`src/rtl/hb_pkg.sv`:
```
package hb_pkg;

    // Freewheel behaviour applied during the drive low phase
    typedef enum logic [1:0] {
        FW_FLOAT     = 2'd0,
        FW_LOW_SHORT = 2'd1,
        FW_ALT_SHORT = 2'd2,
        FW_SPARE     = 2'd3
    } fw_mode_e;

    // Gate pair of one half-bridge leg
    typedef struct packed {
        logic top;
        logic bot;
    } leg_t;

    localparam int NUM_LEGS = 2;
    localparam int LEG_L    = 0;
    localparam int LEG_R    = 1;

endpackage

```
`src/rtl/hb_phase.sv`:
```
module hb_phase
    import hb_pkg::*;
(
    input  logic       clk,
    input  logic       rst,
    input  logic       drive_i,
    input  logic [1:0] mode_i,
    output leg_t       req_l_o,
    output leg_t       req_r_o
);

    typedef struct packed {
        logic drv;   // drive line seen at the previous edge
        logic par;   // 0: next period is even
        logic alt;   // 0: next alternating short uses bottom rail
        leg_t l;
        leg_t r;
    } phase_t;

    phase_t st_d, st_q;

    always_comb begin
        st_d     = st_q;
        st_d.drv = drive_i;
        if (drive_i && !st_q.drv) begin
            st_d.par = ~st_q.par;
            if (!st_q.par) begin
                st_d.l = '{top: 1'b1, bot: 1'b0};
                st_d.r = '{top: 1'b0, bot: 1'b1};
            end else begin
                st_d.l = '{top: 1'b0, bot: 1'b1};
                st_d.r = '{top: 1'b1, bot: 1'b0};
            end
        end else if (!drive_i && st_q.drv) begin
            unique case (fw_mode_e'(mode_i))
                FW_LOW_SHORT: begin
                    st_d.l = '{top: 1'b0, bot: 1'b1};
                    st_d.r = '{top: 1'b0, bot: 1'b1};
                end
                FW_ALT_SHORT: begin
                    st_d.l   = '{top: st_q.alt, bot: ~st_q.alt};
                    st_d.r   = '{top: st_q.alt, bot: ~st_q.alt};
                    st_d.alt = ~st_q.alt;
                end
                default: begin
                    st_d.l = '0;
                    st_d.r = '0;
                end
            endcase
        end
    end

    always_ff @(posedge clk) begin
        if (rst) st_q <= '0;
        else     st_q <= st_d;
    end

    assign req_l_o = st_q.l;
    assign req_r_o = st_q.r;

endmodule

```
`src/rtl/hb_leg.sv`:
```
module hb_leg
    import hb_pkg::*;
#(
    parameter int DEAD_W = 8
) (
    input  logic              clk,
    input  logic              rst,
    input  logic [DEAD_W-1:0] dead_i,
    input  leg_t              req_i,
    output leg_t              gate_o
);

    localparam logic [DEAD_W-1:0] CNT_MAX = {DEAD_W{1'b1}};
    localparam logic [DEAD_W-1:0] CNT_ONE = DEAD_W'(1);

    typedef struct packed {
        leg_t              g;
        logic [DEAD_W-1:0] cnt;  // cycles the leg has spent fully off
    } leg_st_t;

    leg_st_t st_d, st_q;
    leg_t    want;
    logic    drop, idle;

    always_comb begin
        want = (req_i.top && req_i.bot) ? '0 : req_i;
        drop = (st_q.g.top && !want.top) || (st_q.g.bot && !want.bot);
        idle = !st_q.g.top && !st_q.g.bot;
        st_d = st_q;
        if (drop) begin
            st_d.g   = '0;
            st_d.cnt = CNT_ONE;
        end else if (idle) begin
            if ((want.top || want.bot) && (st_q.cnt >= dead_i)) begin
                st_d.g = want;
            end else if (st_q.cnt != CNT_MAX) begin
                st_d.cnt = st_q.cnt + CNT_ONE;
            end
        end
    end

    always_ff @(posedge clk) begin
        if (rst) begin
            st_q.g   <= '0;
            st_q.cnt <= CNT_MAX;
        end else begin
            st_q <= st_d;
        end
    end

    assign gate_o = st_q.g;

endmodule

```
`src/rtl/hbridge_seq.sv`:
```
module hbridge_seq
    import hb_pkg::*;
#(
    parameter int DEAD_W = 8
) (
    input  logic              clk,
    input  logic              rst,
    input  logic              drive_i,
    input  logic [1:0]        mode_i,
    input  logic [DEAD_W-1:0] dead_i,
    input  logic              fault_i,
    output logic              gate_lt_o,
    output logic              gate_lb_o,
    output logic              gate_rt_o,
    output logic              gate_rb_o
);

    leg_t req   [NUM_LEGS];
    leg_t gates [NUM_LEGS];
    logic flt_d, flt_q;

    hb_phase u_phase (
        .clk     (clk),
        .rst     (rst),
        .drive_i (drive_i),
        .mode_i  (mode_i),
        .req_l_o (req[LEG_L]),
        .req_r_o (req[LEG_R])
    );

    for (genvar i = 0; i < NUM_LEGS; i++) begin : g_leg
        hb_leg #(.DEAD_W(DEAD_W)) u_leg (
            .clk    (clk),
            .rst    (rst),
            .dead_i (dead_i),
            .req_i  (req[i]),
            .gate_o (gates[i])
        );
    end

    always_comb begin
        flt_d = flt_q | fault_i;
    end

    always_ff @(posedge clk) begin
        if (rst) flt_q <= 1'b0;
        else     flt_q <= flt_d;
    end

    assign gate_lt_o = gates[LEG_L].top & ~flt_q;
    assign gate_lb_o = gates[LEG_L].bot & ~flt_q;
    assign gate_rt_o = gates[LEG_R].top & ~flt_q;
    assign gate_rb_o = gates[LEG_R].bot & ~flt_q;

endmodule

```
`config.mk`:
```
export PLATFORM = sky130hd
export DESIGN_NAME = hbridge_seq
export DESIGN_NICKNAME = d
export VERILOG_FILES = /design/src/rtl/hb_pkg.sv /design/src/rtl/hb_phase.sv /design/src/rtl/hb_leg.sv /design/src/rtl/hbridge_seq.sv
export SDC_FILE = /design/constraint.sdc
export NUM_CORES = 1
export LEC_CHECK = 0
export BUFFER_PORTS_ARGS = -buffer_cell sky130_fd_sc_hd__buf_4
export CORE_MARGIN = 5
export CORE_UTILIZATION = 50
export DETAILED_ROUTE_END_ITERATION = 10
export HOLD_SLACK_MARGIN = 0.02
export PLACE_DENSITY = 0.71
export SETUP_SLACK_MARGIN = 0.15
export SYNTH_ARGS = -nofsm -noshare
export SYNTH_HDL_FRONTEND = slang
export SYNTH_SLANG_ARGS = --single-unit
```
`constraint.sdc`:
```
create_clock -name clk -period 6.29 [get_ports clk]
set_clock_uncertainty 0.15 [all_clocks]
set_input_delay 0.629 -clock clk [delete_from_list [all_inputs] [get_ports clk]]
set_output_delay 0.629 -clock clk [all_outputs]
set_load 0.01 [all_outputs]
```
==> summary.txt <==
outcome = completed
Netlist cell types = 47
Max Cap Violations = 0
routability cong. = 0.769
worst reg-to-reg setup slack = 3910 ps
Clock Tree Buf Depth = 2
WL per Instance = 13.8 µm
area fraction in compound gates after synthesis = 28.7%
RSZ-0062 raised after global routing = false
critical path's slowest cell = o2bb2ai_1
Hold Buf Count CTS = 0
Setup Total Neg Slack = 0 ps
Core Area = 3910 µm²
EDFF count, synth = 0
Mapped Cells = 227
Worst Hold Depth = 2
simple-gate share of the synthesized area = 20.3%
# diodes = 0
synthesized net count = 267
PostCTS Resize Cnt = 0
Hold Path Sink = u_phase.st_q[5]
clock buffer count from CTS = 3
fin. max-slew vios = 0
dpl cell area = 2150 µm²
Mapped Area = 1990 µm²
number of port buffers = 17
die height = 73.1 µm
Yosys Warn Count = 0
Worst-path clk slew = 90 ps
die area = 5340 µm²
Setup crit start = dead_i[6]
Reg-to-Reg Start = g_leg[0].u_leg.st_q[6]
initial antenna violation count = 0
crit-path cells = buf_4 -> inv_1 -> ha_1 -> a41o_1 -> a21oi_1 -> o2bb2ai_1 -> nor3_1 -> or4_1
CP startpoint kind = input port
largest net degree at the start of global routing = 29
Crit Path Max Fanout = 11
Initial Util = 50.8%
P per Cell Area = 359 nW/µm²
Layout Utilization = 56.1%
crit path kind = in2reg
number of global-route vias before repair = 1,603
crit path capture type = flop
syn_area_per_cell = 8.76 µm²
H-Tree Depth = 1
1st-pass router iterations = 4
Synth Area in XOR/XNOR = 0.440%
crit-path max cell delay = 630 ps
first-pass GRT wire length = 7020 µm
Worst slew margin = 48.9%
hold slack final = 342 ps
main flop type after synthesis = dfxtp_1
IO Pins = 18
initial drt markers = 63
CTS Sinks = 28
adder-cell share of the synthesized area = 16.4%
WP data required = 6290 ps
register area share after synthesis = 28.2%
routed vias/inst = 5.90
FP Rows = 23
Peak VDD IR = 0.258 mV
Worst Min Path Start = u_phase.st_q[5]
Max Clk Rate = 404 MHz
post-route design area = 2190 µm²
main combinational cell family by area after synthesis = compound AO/OA/AOI/OAI gates
r2r endpoint = g_leg[0].u_leg.st_q[0]
cell leakage power = 0.959 nW
min cycle time layout = 2470 ps
post-route ant nets = 0
Power Total = 0.000789 W
# nets final = 284
DIE WIDTH = 73.1 µm
total global-route track usage = 16.3%
Setup Viol. Count Final = 0
Fin. Hold Viols = 0
R2R depth = 6
post-DP HPWL = 3130 µm
hold crit path type = reg2reg
Setup Fix Bufs, Post-CTS = 0
share of layout cells above drive strength 1 = 16.1%
Yosys reg bits = 28
Post-Route WL = 4020 µm
CTS tree = done
crit path DAT = 2480 ps
Tcrit/Tclk final = 39.3%
mux cell area share after synthesis = 0%
root buffer selected by CTS = clkbuf_8
via count = 1,724
Worst-Margin Slew = 767 ps
P&R area growth vs syn = 10.3%
total congestion overflow = 0
DRC = 0
Worst-Skew Late Latency = 270 ps
async set-or-reset flop fraction in the synthesized netlist = 0%
flip-flops by register name, summed over array words and instances (netlist names):
name	flops
g_leg.u_leg.gate_o	4
u_phase.req_r_o	2
flt_q	1
g_leg.u_leg.st_q	16
u_phase.req_l_o	2
u_phase.st_q	3
worst max path at each step:
stage                        endpoint  cells after the start  slack, ps
4_1_cts        g_leg[0].u_leg.st_q[0]                      8       3810
3_5_place_dp   g_leg[0].u_leg.st_q[0]                      8       3490
3_3_place_gp   g_leg[0].u_leg.st_q[0]                      8       3560
2_1_floorplan  g_leg[1].u_leg.st_q[1]                      7       3900
5_1_grt        g_leg[0].u_leg.st_q[0]                      8       3600
6_report       g_leg[0].u_leg.st_q[0]                      8       3820
placed cells by master (no fill, tap or decap), drive strengths merged, types with 3 or more instances in the layout:
cell type   n
a211oi      8
a21oi      14
a311o      12
a31oi       4
a41o        3
a41oi       3
and3        3
buf        17
clkbuf      3
dfxtp      28
ha         26
inv        25
nand2      13
nand2b      3
nand3       7
nor2       20
nor3        7
o21ai       8
o311ai      3
or2         3
or4         5
worst max-delay path, delay by kind of cell:
family	cells	cell delay, ps
adders and majority gates	1	320
buffers and inverters	2	130
AOI/OAI and AO/OA	3	860
and+or+nand+nor	2	550
per-stage QoR:
step           std cells  setup slack, ps
2_1_floorplan        227             3900
5_1_grt              292             3600
3_3_place_gp         289             3560
4_1_cts              292             3810
6_report             292             3820
3_5_place_dp         289             3490
per-layer routing:
metal,GRT usage [%],vias to the layer above,routed length [µm]
met4,3.48,0,38
met1,20.3,808,1870
li1,-,890,-
met2,28.8,19,1990
met3,3.17,7,116
met5,0,-,0
cell families after synthesis:
logic type | after synthesis
AOI/OAI and AO/OA | 70
xor gates and xnor gates | 1
adders and majority gates | 26
buffers and inverters | 30
DFF | 28
and+or+nand+nor | 72
where the power goes:
group          switching [W]  internal [W]  leakage, nW
logic               0.000211      0.000197        0.706
clock network      0.0000535     0.0000430       0.0216
registers          0.0000606      0.000223        0.231
final cells by class:
| cell class | count | area (µm²) |
|---|---|---|
| tap | 50 | 62.6 |
| sequential | 28 | 561 |
| clock buffer | 3 | 41.3 |
| timing repair buffer | 17 | 128 |
| fill | 383 | 1720 |
| inverter | 25 | 93.8 |
| multi-input combinational | 169 | 1310 |
synth_stat cells (2+ instances only):
library cell	instances	area (µm²)
a31oi_1	4	25.0
nand3_1	6	30.0
or2_2	3	18.8
nor2_1	19	71.3
nor2b_1	2	12.5
dfxtp_1	28	561
nor3b_1	2	15.0
a2bb2oi_2	2	30.0
o22ai_1	2	12.5
a41oi_1	3	26.3
a311o_2	5	56.3
inv_1	25	93.8
or4_1	5	37.5
a211oi_1	8	60.1
or3_1	2	12.5
a21o_1	2	15.0
a311o_1	7	70.1
o211ai_1	2	15.0
nand2b_1	3	18.8
a21oi_1	14	70.1
clkbuf_1	3	11.3
o21ai_0	7	35.0
a41o_1	3	30.0
o22a_1	2	17.5
and3_1	3	18.8
nor3_1	5	25.0
nor3_2	2	20.0
nand2_1	12	45.0
o311ai_0	3	26.3
ha_1	26	325
No activity file was read; power rests on OpenSTA's default activity.
